<file path="config.mk">
export PLATFORM = sky130hd
export DESIGN_NAME = mc_timing_gen
export DESIGN_NICKNAME = d
export VERILOG_FILES = /design/src/rtl/mc_timing_pkg.sv /design/src/rtl/mc_rst_qual.sv /design/src/rtl/mc_phase_seq.sv /design/src/rtl/mc_cycle_idx.sv /design/src/rtl/mc_timing_gen.sv
export SDC_FILE = /design/constraint.sdc
export NUM_CORES = 1
export LEC_CHECK = 0
export ABC_AREA = 1
export CORE_UTILIZATION = 40
export CTS_CLUSTER_DIAMETER = 50
export DETAILED_ROUTE_END_ITERATION = 16
export DONT_BUFFER_PORTS = 1
export PLACE_DENSITY_LB_ADDON = 0.08
export SLEW_MARGIN = 20
export SYNTH_ARGS = -nofsm -noshare
export SYNTH_HDL_FRONTEND = slang
export SYNTH_SLANG_ARGS = --single-unit
</file>
<file path="constraint.sdc">
create_clock -name clk_i -period 1.31 [get_ports clk_i]
set_input_delay 0.0655 -clock clk_i [delete_from_list [all_inputs] [get_ports clk_i]]
set_output_delay 0.0655 -clock clk_i [all_outputs]
set_load 0.005 [all_outputs]
</file>
<file path="src/rtl/mc_timing_pkg.sv">
package mc_timing_pkg;
  typedef enum logic [1:0] {
    LEN_ONE   = 2'b00,
    LEN_TWO   = 2'b01,
    LEN_FOUR  = 2'b10,
    LEN_FOURX = 2'b11
  } inst_len_e;

  // latch pulses start in the second phase of these states (S1, S4)
  localparam int unsigned ALE_FIRST  = 0;
  localparam int unsigned ALE_SECOND = 3;
endpackage

</file>
<file path="src/rtl/mc_rst_qual.sv">
module mc_rst_qual #(
  parameter int unsigned SYNC_STAGES = 2,
  parameter int unsigned QUAL_CLKS   = 24
) (
  input  logic clk_i,
  input  logic rst_ni,
  input  logic pin_i,
  output logic core_rst_o
);
  localparam int unsigned CW = $clog2(QUAL_CLKS + 1);
  localparam logic [CW-1:0] CNT_LAST = CW'(QUAL_CLKS - 1);

  logic [SYNC_STAGES-1:0] sync_q;
  logic [CW-1:0]          cnt_q;
  logic                   core_q;
  logic                   pin_sync;

  always_ff @(posedge clk_i or negedge rst_ni)
    if (!rst_ni) sync_q[0] <= 1'b0;
    else         sync_q[0] <= pin_i;

  for (genvar g = 1; g < SYNC_STAGES; g++) begin : g_sync
    always_ff @(posedge clk_i or negedge rst_ni)
      if (!rst_ni) sync_q[g] <= 1'b0;
      else         sync_q[g] <= sync_q[g-1];
  end

  assign pin_sync = sync_q[SYNC_STAGES-1];

  always_ff @(posedge clk_i or negedge rst_ni) begin
    if (!rst_ni) begin
      cnt_q  <= '0;
      core_q <= 1'b0;
    end else if (!pin_sync) begin
      cnt_q  <= '0;
      core_q <= 1'b0;
    end else if (!core_q) begin
      if (cnt_q == CNT_LAST) core_q <= 1'b1;
      else                   cnt_q  <= cnt_q + 1'b1;
    end
  end

  assign core_rst_o = core_q;

  a_r5_qual_full: assert property (@(posedge clk_i) disable iff (!rst_ni)
    $rose(core_q) |-> ($past(cnt_q) == CNT_LAST && $past(pin_sync)));
  a_r6_low_clears: assert property (@(posedge clk_i) disable iff (!rst_ni)
    !pin_sync |=> (cnt_q == '0 && !core_q));
endmodule

</file>
<file path="src/rtl/mc_phase_seq.sv">
module mc_phase_seq
  import mc_timing_pkg::*;
#(
  parameter int unsigned STATES = 6,
  parameter int unsigned SW     = 3
) (
  input  logic          clk_i,
  input  logic          rst_ni,
  input  logic          hold_i,
  output logic          phase_o,
  output logic [SW-1:0] state_o,
  output logic          ale_o,
  output logic          cyc_end_o
);
  localparam logic [SW-1:0] LAST = SW'(STATES - 1);
  localparam logic [SW-1:0] A0   = SW'(ALE_FIRST);
  localparam logic [SW-1:0] A1   = SW'(ALE_SECOND);

  logic          phase_q, phase_d;
  logic [SW-1:0] state_q, state_d;
  logic          ale_q, ale_d, end_q, end_d;

  always_comb begin
    if (hold_i) begin
      phase_d = 1'b0;
      state_d = '0;
    end else if (!phase_q) begin
      phase_d = 1'b1;
      state_d = state_q;
    end else begin
      phase_d = 1'b0;
      state_d = (state_q == LAST) ? '0 : state_q + 1'b1;
    end
    // registered decode of the next position keeps outputs glitch free
    ale_d = (phase_d  && (state_d == A0 || state_d == A1)) ||
            (!phase_d && (state_d == A0 + 1'b1 || state_d == A1 + 1'b1));
    end_d = phase_d && (state_d == LAST);
  end

  always_ff @(posedge clk_i or negedge rst_ni) begin
    if (!rst_ni) begin
      phase_q <= 1'b0;
      state_q <= '0;
      ale_q   <= 1'b0;
      end_q   <= 1'b0;
    end else begin
      phase_q <= phase_d;
      state_q <= state_d;
      ale_q   <= ale_d;
      end_q   <= end_d;
    end
  end

  assign phase_o   = phase_q;
  assign state_o   = state_q;
  assign ale_o     = ale_q;
  assign cyc_end_o = end_q;

  a_r2_phase_flip: assert property (@(posedge clk_i) disable iff (!rst_ni)
    (!hold_i) |=> (phase_q != $past(phase_q)));
  a_r2_state_wrap: assert property (@(posedge clk_i) disable iff (!rst_ni)
    (!hold_i && phase_q && state_q == LAST) |=> (state_q == '0 && !phase_q));
  a_r2_state_held: assert property (@(posedge clk_i) disable iff (!rst_ni)
    (!hold_i && !phase_q) |=> $stable(state_q));
  a_r7_park: assert property (@(posedge clk_i) disable iff (!rst_ni)
    hold_i |=> (state_q == '0 && !phase_q && !ale_q && !end_q));
  a_r2_range: assert property (@(posedge clk_i) disable iff (!rst_ni)
    state_q <= LAST);
endmodule

</file>
<file path="src/rtl/mc_cycle_idx.sv">
module mc_cycle_idx
  import mc_timing_pkg::*;
#(
  parameter int unsigned IDX_W = 2
) (
  input  logic             clk_i,
  input  logic             rst_ni,
  input  logic             hold_i,
  input  logic             cyc_end_i,
  input  inst_len_e        len_i,
  output logic [IDX_W-1:0] idx_o
);
  logic [IDX_W-1:0] idx_q, last;

  always_comb begin
    unique case (len_i)
      LEN_ONE: last = '0;
      LEN_TWO: last = IDX_W'(1);
      default: last = IDX_W'(3);
    endcase
  end

  always_ff @(posedge clk_i or negedge rst_ni) begin
    if (!rst_ni)        idx_q <= '0;
    else if (hold_i)    idx_q <= '0;
    else if (cyc_end_i) idx_q <= (idx_q == last) ? '0 : idx_q + 1'b1;
  end

  assign idx_o = idx_q;

  a_r9_idx_stable: assert property (@(posedge clk_i) disable iff (!rst_ni)
    (!hold_i && !cyc_end_i) |=> $stable(idx_q));
  a_r9_one_cycle: assert property (@(posedge clk_i) disable iff (!rst_ni)
    (!hold_i && cyc_end_i && len_i == LEN_ONE) |=> idx_q == '0);
endmodule

</file>
<file path="src/rtl/mc_timing_gen.sv">
module mc_timing_gen
  import mc_timing_pkg::*;
#(
  parameter int unsigned STATES      = 6,
  parameter int unsigned QUAL_MCYC   = 2,
  parameter int unsigned SYNC_STAGES = 2,
  parameter int unsigned IDX_W       = 2
) (
  input  logic                       clk_i,
  input  logic                       rst_ni,
  input  logic                       rst_pin_i,
  input  logic [1:0]                 inst_len_i,
  output logic                       core_rst_o,
  output logic                       phase_o,
  output logic [$clog2(STATES)-1:0]  state_o,
  output logic                       ale_o,
  output logic                       cycle_end_o,
  output logic [IDX_W-1:0]           mcycle_idx_o
);
  localparam int unsigned SW         = $clog2(STATES);
  localparam int unsigned CLKS_PER_MC = 2 * STATES;
  localparam int unsigned QUAL_CLKS  = QUAL_MCYC * CLKS_PER_MC;

  logic core_rst;

  mc_rst_qual #(.SYNC_STAGES(SYNC_STAGES), .QUAL_CLKS(QUAL_CLKS)) u_qual (
    .clk_i      (clk_i),
    .rst_ni     (rst_ni),
    .pin_i      (rst_pin_i),
    .core_rst_o (core_rst)
  );

  mc_phase_seq #(.STATES(STATES), .SW(SW)) u_seq (
    .clk_i     (clk_i),
    .rst_ni    (rst_ni),
    .hold_i    (core_rst),
    .phase_o   (phase_o),
    .state_o   (state_o),
    .ale_o     (ale_o),
    .cyc_end_o (cycle_end_o)
  );

  mc_cycle_idx #(.IDX_W(IDX_W)) u_idx (
    .clk_i     (clk_i),
    .rst_ni    (rst_ni),
    .hold_i    (core_rst),
    .cyc_end_i (cycle_end_o),
    .len_i     (inst_len_e'(inst_len_i)),
    .idx_o     (mcycle_idx_o)
  );

  assign core_rst_o = core_rst;

  a_r4_end_pos: assert property (@(posedge clk_i) disable iff (!rst_ni)
    cycle_end_o |-> (phase_o && state_o == SW'(STATES - 1)));
  a_r4_end_single: assert property (@(posedge clk_i) disable iff (!rst_ni)
    cycle_end_o |=> !cycle_end_o);
  a_r3_ale_rise: assert property (@(posedge clk_i) disable iff (!rst_ni)
    $rose(ale_o) |-> phase_o);
  a_r3_ale_width: assert property (@(posedge clk_i) disable iff (!rst_ni || core_rst)
    $rose(ale_o) |=> ale_o);
endmodule

</file>
# --- Word level (Yosys, flattened, before mapping) ---
# Index checks and enable logic that the tools add are counted.
op_classes:
  n_addsub: 3
  eq_ne: 10
  n_mux: 15
  n_reduce_logical: 11
op_table:
  columns: ["op", "count"]
  rows:
  - ["2-to-1 mux 5 bit", 3]
  - ["== test 3 bit (second input constant)", 3]
  - ["2-to-1 mux 3 bit", 3]
  - ["2-to-1 mux 2 bit", 3]
  - ["adder 5 x 1 -> 5 bit (second input constant)", 1]
  - ["== test 5 bit (second input constant)", 1]
  - ["2-to-1 mux 1 bit", 5]
  - ["!= test 2 bit (second input constant)", 2]
  - ["one-hot mux 2 bit (2 select lines)", 1]
  - ["adder 3 x 1 -> 3 bit (second input constant)", 1]
  - ["== test 3 x 1 -> 1 bit (second input constant)", 1]
  - ["== test 3 x 2 -> 1 bit (second input constant)", 1]
  - ["logical AND 1 bit", 3]
  - ["logical NOT 3 bit", 1]
  - ["logical OR 1 bit", 3]
  - ["adder 2 x 1 -> 2 bit (second input constant)", 1]
  - ["== test 2 x 1 -> 1 bit (second input constant)", 1]
  - ["== test 2 bit", 1]
  - ["logical NOT 2 bit", 1]
  - ["AND reduction 2 bit", 1]
  - ["nonzero test 2 bit", 1]
  - ["logical NOT 1 bit", 1]
word_totals:
  ff_bits: 16
  input_bits: 5
  out_inout_bits: 9

# --- Depth between registers and ports, before layout ---
# Gate-level depths: netlist of the first run.
logic_depth:
  depth_word: 8
  mapped_depth: 8
  ltp_nobuf: 8

# --- Hierarchy ---
# Synthesis of the first run repeated with hierarchy kept, for this count alone.
unflattened:
  cells_unflattened: 94
  area_unflattened_um2: 777.0
modules_own_cells:
  columns: ["mod", "n_inst", "cells_each", "area_per_inst_um2", "seq_area_each_um2"]
  rows:
  - ["mc_rst_qual", 1, 40, 357.8, 200.2]
  - ["mc_phase_seq", 1, 37, 295.3, 150.1]
  - ["mc_cycle_idx", 1, 17, 123.9, 50.0]

# --- Worst setup path before layout of the first run ---
# Ideal clock, no wire load.
synth_timing:
  kind: "reg2reg"
  from: "register u_qual.cnt_q[0]"
  to: "register u_qual.cnt_q[3]"
  arrival_ns: 1.032
  required_ns: 1.192
  slack_ns: 0.160
  stages_incl_launch_ff: 8
  path_buffers: 0
  synth_period_minus_slack_ns: 1.150
  cell_sequence: "dfrtp_1 -> ha_1 -> nand2_2 -> o21ai_2 -> nand2_2 -> clkinv_2 -> nand2_1 -> o21ai_2"
synth_via:
  elab_chain_cells: 4
synth_rtl:
  columns: ["element", "line_no", "source"]
  rows:
  - ["from (decl)", "mc_rst_qual.sv:14", "logic [CW-1:0] cnt_q;"]
  - ["from (signal assigned)", "mc_rst_qual.sv:39", "else cnt_q <= cnt_q + 1'b1;"]
  - ["adder 5 x 1 -> 5 bit", "mc_rst_qual.sv:39", null]
  - ["2-to-1 mux 5 bit", "mc_rst_qual.sv:38", "if (cnt_q == CNT_LAST) core_q <= 1'b1;"]
  - ["2-to-1 mux 5 bit", "mc_rst_qual.sv:37", "end else if (!core_q) begin"]
  - ["2-to-1 mux 5 bit", "mc_rst_qual.sv:34", "end else if (!pin_sync) begin"]
# Parallel ways exist; a longest one is shown, timed or not. The select of a mux whose other input is x is not followed.
# A chain may end at the register's enable or synchronous reset.

# --- Worst setup path in the final report of the first run ---
# Ends and elaborated chain as after synthesis.

==> run metrics, run 1 <==
Final setup viols=0; row count=15; Antenna Cells=0; GPL Wtd Cong=roughly 0.7; area of the multi-input gates=315 um^2; Seq/Total Area, Yosys=52.4%; achievable frequency=842 MHz; total die area=roughly 2100 um^2; Critical Path AT=1400 ps; worst hold path type=input pin to flip-flop; leakage power=around 0.00046 uW; Detailed Place HPWL=~1100 um; Syn Nets=99; Yosys cell types=18; top layer in use=met4; Worst Skew=6.12 ps; CTS Sinks=16; Worst Path Required=1520 ps; Syn Area/Cell=between 8 and 9 um^2; Synth area leader=dfrtp_1; htree depth=1; worst slew pin tran=733 ps; Avg WL per Cell=11.2 um; cells after synthesis=93; pins over their slew limit=0; root buffer cell=clkbuf_4; DR vias/cell=a little under 5; Fillers=203; vias in the first global route=574; FF/Latch Area=400 um^2; met3 WL post-DR=around 75 um; pin count of the biggest net entering global routing=17; Slew headroom=51.0%; largest cells by area after synthesis=dfrtp_1, nand2_1, inv_1, nand3_1, a21oi_1; Iter 0 DRT Violations=7; GRT Total Usage=between 10% and 20%; Sum Neg Setup Slack=0 ps; kind of critical path=flip-flop to flip-flop; synthesis-stage register bit count=16; initial antenna violation count=0; Hold Worst Slack=between 80 and 90 ps; Final Cell Area=895 um^2; utilization after layout=around half; Yosys top cell area share=between 50% and 60%; port bufs=0; DP Area=811 um^2; critical path peak fanout=4; post-route DRC violation count=0; RSZ-0062 raised after global routing=no; startpoint types=flip-flop; Routed WL=1420 um; Final Total Pwr=925 uW; wl on met1=around 710 um; CTS tree=built; via count=613; worst skew pair latency=approximately 280 ps; P per Cell Area=1030 nW/um^2; part of the cycle the worst path needs=90.7%; Clock transition at path regs=90 ps; TritonRoute pass-1 iters=3; layout cell share with drive strength beyond 1=17.6%; clk buf depth=2; CP Capture Type=flip-flop; Mapped Area=around 760 um^2; Final Net Count=around 110; final hold vios=0; Top-Level Pins=14; grt total ovfl=0; Syn. warnings=0; Max-Cap Viols=0; initial core utilization=a little over two fifths; Core ar.=1760 um^2; metal2 WL=628 um; die height=45.7 um; VDD IR max=0.575 mV; Routed Antenna Nets=0; Num CTS Buffers=3; minimum clock period=1190 ps; Area growth syn-to-layout=17.0%; die width=45.7 um; status=complete, no violations; first-pass GRT wire length=between 2000 and 2500 um
-- worst max-delay path: stages (launching register included) --
cell,delay [ps]
dfrtp_1,430
ha_4,170
nand2_2,70
o21ai_4,190
nand2_2,90
clkinv_2,70
nand2_1,60
o21ai_2,50
-- logic make-up after synthesis --
| logic type | after synthesis | share of synthesized area, % |
|---|---|---|
| AND/OR/NAND/NOR | 42 | 24.9 |
| XOR/XNOR | 1 | 1.15 |
| adder cells (fa/ha/maj) | 1 | 1.64 |
| flip-flops | 16 | 52.4 |
| AO/OA/AOI/OAI | 15 | 11.0 |
| buffers and inverters | 18 | 9.00 |
-- final cells by class --
cell class              count  area share, %
clock buffers               4           4.06
repair buffers              5           4.76
well taps                  25           3.50
multi-input cells          59           35.2
inverters                  18           7.69
flip-flops and latches     16           44.8
-- synth_stat cells --
library cell and n:
a21oi_1 6, a31oi_1 1, clkinv_2 1, dfrtp_1 16
ha_1 1, inv_1 16, inv_2 1, nand2_1 18
nand2_2 3, nand3_1 9, nand4_1 3, nor2_1 6
nor2_2 1, nor3_1 1, o21ai_0 6, o21ai_2 2
or2_2 1, xnor2_1 1
-- registers in the layout, indices dropped and copies added (netlist names) --
signal             count
u_qual.pin_sync        1
u_qual.core_rst_o      1
u_seq.ale_o            1
u_qual.cnt_q           5
u_seq.cyc_end_o        1
u_idx.idx_o            2
u_seq.state_o          3
u_qual.sync_q          1
u_seq.phase_o          1
-- layout by cell type (no fill, tap or decap) --
cell type,synthesis,layout
nor2_1,6,6
ha_4,0,1
o21ai_4,0,1
inv_2,1,2
or2_2,1,1
o21ai_0,6,6
nand4_1,3,3
nand3_1,9,9
nand2_1,18,18
buf_4,0,3
clkbuf_8,0,1
o21ai_2,2,1
a31oi_1,1,1
clkbuf_4,0,3
clkinv_2,1,1
nor2_2,1,1
nor3_1,1,1
nand2_2,3,3
dlygate4sd3_1,0,2
xnor2_1,1,1
inv_1,16,15
a21oi_1,6,6
dfrtp_1,16,16
-- power by group --
group / switching (uW) / internal (uW) / leakage [uW] / total [uW]
clock network: 149 / 169 / 0.0000210 / 318
registers: 25.4 / 511 / 0.000202 / 537
logic: 36.6 / 34.0 / 0.000235 / 70.6
-- timing repair --
item / CTS / global route
hold buffers: 2 / 0
endpoints found under the hold margin: 17 / 0
endpoints found under the setup margin: 0 / 4
resized for setup: 0 / 4
setup buffers: 0 / 1
-- per-stage QoR --
step | cells | worst slack, ps
final | 127 | 122
after global routing | 127 | 22.9
after floorplan | 93 | 160
after detailed placement | 120 | 66.5
after CTS | 126 | 46.2
after global placement | 120 | 121
-- final timing paths --
check / start / to / slack [ps] / depth (start not counted)
setup / recovery: u_qual.cnt_q[0]$_DFFE_PN0P_ / u_qual.cnt_q[3]$_DFFE_PN0P_ / 120 / 7
hold / removal: inst_len_i[1] / u_idx.idx_o[0]$_DFFE_PN0P_ / 80 / 4
setup reg to reg: u_qual.cnt_q[0]$_DFFE_PN0P_ / u_qual.cnt_q[3]$_DFFE_PN0P_ / 120 / 7
hold reg to reg: u_qual.sync_q[0]$_DFF_PN0_ / u_qual.pin_sync$_DFF_PN0_ / 360 / 0
max in group asynchronous: rst_ni / u_qual.sync_q[0]$_DFF_PN0_ / 570 / 1
min in group asynchronous: rst_ni / u_idx.idx_o[0]$_DFFE_PN0P_ / 280 / 1
-- per-layer routing --
layer | up-vias | track usage [%]
li1 | 319 | -
met1 | 277 | 23.7
met2 | 15 | 22.6
met3 | 2 | 3.17
met4 | 0 | 8.82
met5 | - | 0
Note: power is estimated with default switching activity, not from simulation.
==> run 2: changes to the inputs <==
Settings changed: CELL_PAD_IN_SITES_DETAIL_PLACEMENT from default to 1, CELL_PAD_IN_SITES_GLOBAL_PLACEMENT from default to 1, CTS_BUF_LIST from default to sky130_fd_sc_hd__clkbuf_4 sky130_fd_sc_hd__clkbuf_8 sky130_fd_sc_hd__clkbuf_16.
==> run 2 against run 1 <==
Compared with the run above: cell count fell by 0.79%; critical path depth unchanged; power fell by 0.68%; critical endpoint unchanged; global-route usage grew 2.1 points; fmax fell by 4.6%.
==> run metrics, run 2 (synthesis results as in run 1) <==
Slew headroom=52.6%; internal power=709 uW; via count=617; metal2 WL=about 800 um; port bufs=0; Biggest register=u_qual.cnt_q; pin count of the biggest net entering global routing=17; row count=15; htree depth=1; Net Sw Frac=22.8%; Core ar.=1760 um^2; Final setup viols=0; wl on met1=~780 um; commonest cells after routing, fill and taps aside=nand2_1, dfrtp_1, inv_1; TritonRoute pass-1 iters=4; Routed Antenna Nets=0; worst hold path type=input pin to flip-flop; status=complete, no violations; startpoint types=flip-flop; top layer in use=met4; achievable frequency=803 MHz; total die area=2090 um^2; clk buf depth=2; max FFs per register=5; Antenna Cells=0; Clock transition at path regs=around 90 ps; die height=approximately 46 um; initial antenna violation count=0; worst slew pin tran=approximately 710 ps; final hold vios=0; Top-Level Pins=14; post-route DRC violation count=0; commonest non-fill, non-tap cell in the layout=nand2_1; Avg WL per Cell=13.1 um; Num CTS Buffers=3; CTS Sinks=16; DP Area=803 um^2; grt total ovfl=0; Sum Neg Setup Slack=0 ps; part of the cycle the worst path needs=95.1%; Final Cell Area=just under 900 um^2; Routed WL=1650 um; kind of critical path=flip-flop to flip-flop; Area growth syn-to-layout=14.7%; DR vias/cell=4.90; worst skew pair latency=roughly 280 ps; sequential share of power=58.4%; VDD IR max=0.460 mV; switching power total=210 uW; layout cell share with drive strength beyond 1=between 10% and 20%; CTS tree=built; Max-Cap Viols=0; Critical Path AT=1460 ps; Final Net Count=roughly 110; leakage power=0.000453 uW; die width=45.7 um; Comb pwr share=6.9%; Worst Path Required=1520 ps; GPL Wtd Cong=~0.70; met3 WL post-DR=about 60 um; GRT Total Usage=between 10% and 20%; critical path peak fanout=4; root buffer cell=clkbuf_4; Detailed Place HPWL=1270 um; initial core utilization=43.3%; P per Cell Area=1050 nW/um^2; Worst Skew=2.68 ps; first-pass GRT wire length=2680 um; Clock power frac=34.6%; CP Capture Type=flip-flop; vias in the first global route=625; minimum clock period=1250 ps; Iter 0 DRT Violations=7; pins over their slew limit=0; Hold Worst Slack=99.0 ps
[run 2: changes by cell type in the layout (fill, tap and decap cells not counted)]
cell	change
buf_4	-1
ha_2	+1
ha_4	-1
[run 2: cell type report]
type                    count  area, um^2
well taps                  25        31.3
fillers                   229         887
inverters                  18        68.8
repair buffers              4        35.0
flip-flops and latches     16         400
multi-input cells          59         305
clock buffers               4        36.3
[run 2: what timing repair did]
item / 4_1_cts / 5_1_grt
hold buffers: 2 / 0
gates resized for setup: 0 / 3
setup buffers: 0 / 1
setup endpoints to repair: 0 / 3
endpoints found under the hold margin: 17 / 0
[run 2: power groups by stage]
stage	registers, uW	clock network (uW)	logic, uW
global placement	545	0	44.6
CTS	537	334	62.7
finish	537	318	63.8
floorplan	540	0	39.3
global route	541	363	76.6
detailed placement	547	0	48.1
[run 2: layer usage]
| layer | GRT usage, % | vias up |
|---|---|---|
| met4 | 7.06 | 0 |
| met3 | 3.97 | 2 |
| met1 | 25.3 | 291 |
| met5 | 0 | - |
| li1 | - | 313 |
| met2 | 28.3 | 11 |
[run 2: per-stage QoR]
stage | power [uW] | std cells | utilization, % | setup WS [ps]
2_1_floorplan | 579 | 93 | - | 160
3_3_place_gp | 589 | 119 | 45.5 | 101
3_5_place_dp | 596 | 119 | 45.5 | 29.0
4_1_cts | 934 | 125 | 48.7 | 11.4
5_1_grt | 981 | 126 | 49.7 | -8.41
6_report | 919 | 126 | 49.7 | 64.6
[run 2: worst max-delay path: stages, from the launching register on]
cell and delay [ps]:
dfrtp_1 410, ha_2 220, nand2_2 80, o21ai_4 180, nand2_2 100, clkinv_2 80, nand2_1 60, o21ai_2 50
[run 2: final timing paths]
check,startpoint,end,slack (ps),cells past startpoint
max in group asynchronous,rst_ni,u_qual.cnt_q[2]$_DFFE_PN0P_,590,1
worst min-delay path,inst_len_i[1],u_idx.idx_o[0]$_DFFE_PN0P_,100,4
worst max register to register,u_qual.cnt_q[0]$_DFFE_PN0P_,u_qual.cnt_q[3]$_DFFE_PN0P_,60,7
min in group asynchronous,rst_ni,u_seq.cyc_end_o$_DFF_PN0_,270,1
worst max-delay path,u_qual.cnt_q[0]$_DFFE_PN0P_,u_qual.cnt_q[3]$_DFFE_PN0P_,60,7
worst min register to register,u_qual.sync_q[0]$_DFF_PN0_,u_qual.pin_sync$_DFF_PN0_,370,0
==> run 3: changes to the inputs <==
Settings changed: PLACE_DENSITY_LB_ADDON 0.08 to 0.1.
==> run 3 against run 2 <==
Compared with the run above: worst hold slack worse by 32 ps; largest power group unchanged; global-route usage shrank 0.71 points; sequential power is essentially flat; clock-buffer cell count decreased by 1; fmax increased by 2.7%; critical endpoint is now u_qual.cnt_q[4]$_DFFE_PN0P_; worst setup slack improved by 33 ps.
==> run metrics, run 3 (synthesis results as in run 1) <==
initial antenna violation count=0; part of the cycle the worst path needs=~90%; Slew headroom=51.3%; pin count of the biggest net entering global routing=17; Critical Path AT=1380 ps; dpl cells=119; Worst Path Required=1480 ps; Avg WL per Cell=about 13 um; Reg2Reg Capture Point=u_qual.cnt_q[4]$_DFFE_PN0P_; Antenna Cells=0; wl on met1=773 um; commonest non-fill, non-tap cell in the layout=nand2_1; metal2 WL=between 700 and 800 um; Routed WL=about 1600 um; commonest cells after routing, fill and taps aside=nand2_1, inv_1, dfrtp_1; Core ar.=1760 um^2; CTS tree=built; R2R depth=4; DR vias/cell=5.01; leakage power=0.000444 uW; GPL Wtd Cong=0.750; Fillers=229; minimum clock period=1210 ps; Final Total Pwr=860 uW; TritonRoute pass-1 iters=4; top layer in use=met4; port bufs=0; die height=45.7 um; Detailed Place HPWL=1210 um; achievable frequency=825 MHz; post-route DRC violation count=0; FF-to-FF Start=u_qual.core_rst_o$_DFF_PN0_; vias in the first global route=612; worst skew pair latency=280 ps; clk buf depth=2; root buffer cell=clkbuf_4; via count=626; Top-Level Pins=14; startpoint types=flip-flop; Post-Place Worst Slack=47.3 ps; Num CTS Buffers=3; total die area=2090 um^2; layout cell share with drive strength beyond 1=17.0%; first-pass GRT wire length=2500 um; VDD IR max=about 0.51 mV; worst hold path type=input pin to flip-flop; status=complete, no violations; critical path peak fanout=6; Max-Cap Viols=0; Post-Layout Cell Count=~130; Routed Antenna Nets=0; row count=15; grt total ovfl=0; Final setup viols=0; kind of critical path=flip-flop to flip-flop; htree depth=1; Biggest register=u_qual.cnt_q; final hold vios=0; pins over their slew limit=0; Worst Skew=8.41 ps; initial core utilization=a little over two fifths; worst slew pin tran=between 700 and 800 ps; Area growth syn-to-layout=14.6%; Final Net Count=around 110; CTS Sinks=16; GRT Total Usage=17.7%; met3 WL post-DR=90 um; Clock transition at path regs=approximately 90 ps; P per Cell Area=981 nW/um^2; die width=between 40 and 50 um; max FFs per register=5; crit path capture=u_qual.cnt_q[4]$_DFFE_PN0P_; CP Launch Point=u_qual.core_rst_o$_DFF_PN0_; Iter 0 DRT Violations=4; slack of the worst reg-to-reg path=100 ps; CP Capture Type=flip-flop; Final WS setup=97.5 ps
[run 3: cell count changes in the layout (fill, tap and decap cells not counted)]
cell,delta
inv_1,+1
clkbuf_8,-1
ha_4,+1
dfrtp_2,+2
ha_2,-1
inv_2,-1
dfrtp_1,-2
[run 3: layer usage]
layer,vias up,GRT usage (%)
li1,314,-
met4,0,11.8
met1,294,22.3
met3,4,5.56
met5,-,0
met2,14,25.7
[run 3: layout make-up]
| class | count | area [um^2] | area share [%] |
|---|---|---|---|
| sequential | 16 | 403 | 46.0 |
| inverter | 18 | 68.8 | 7.86 |
| clock buffer | 3 | 22.5 | 2.57 |
| multi-input combinational | 59 | 315 | 36.0 |
| timing repair buffer | 4 | 35.0 | 4.00 |
| tap | 25 | 31.3 | 3.57 |
[run 3: how the worst min path moves through the flow]
stage	start	endpoint	depth (start not counted)
after floorplan	rst_ni	u_idx.idx_o[0]$_DFFE_PN0P_	0
after global placement	rst_ni	u_idx.idx_o[0]$_DFFE_PN0P_	0
after detailed placement	rst_ni	u_idx.idx_o[0]$_DFFE_PN0P_	0
after CTS	inst_len_i[1]	u_idx.idx_o[0]$_DFFE_PN0P_	4
after global routing	inst_len_i[1]	u_idx.idx_o[0]$_DFFE_PN0P_	4
final	inst_len_i[1]	u_idx.idx_o[0]$_DFFE_PN0P_	4
[run 3: metrics by stage]
step	TNS, ps	util, %	hold slack (ps)	cell area (um^2)
2_1_floorplan	0	-	-230	764
3_3_place_gp	0	45.5	-230	803
3_5_place_dp	0	45.5	-230	803
4_1_cts	0	47.9	62.9	846
5_1_grt	-5.41	49.6	87.3	876
6_report	0	49.6	67.4	876
[run 3: repair_timing]
action	in CTS	in global routing
gates resized for setup	0	5
setup buffers	0	1
endpoints found under the hold margin	17	0
hold buffers	2	0
setup endpoints to repair	0	5
[run 3: power by group]
| part | total [uW] | switching [uW] | internal, uW |
|---|---|---|---|
| Combinational | 67.1 | 35.0 | 32.1 |
| Sequential | 538 | 26.3 | 512 |
| Clock | 254 | 148 | 107 |
| Total | 860 | 209 | 650 |
[run 3: worst max-delay path, stage by stage (launching register included)]
cell and delay [ps]:
dfrtp_1 430, inv_1 240, nand4_1 180, o21ai_0 190, a21oi_1 60
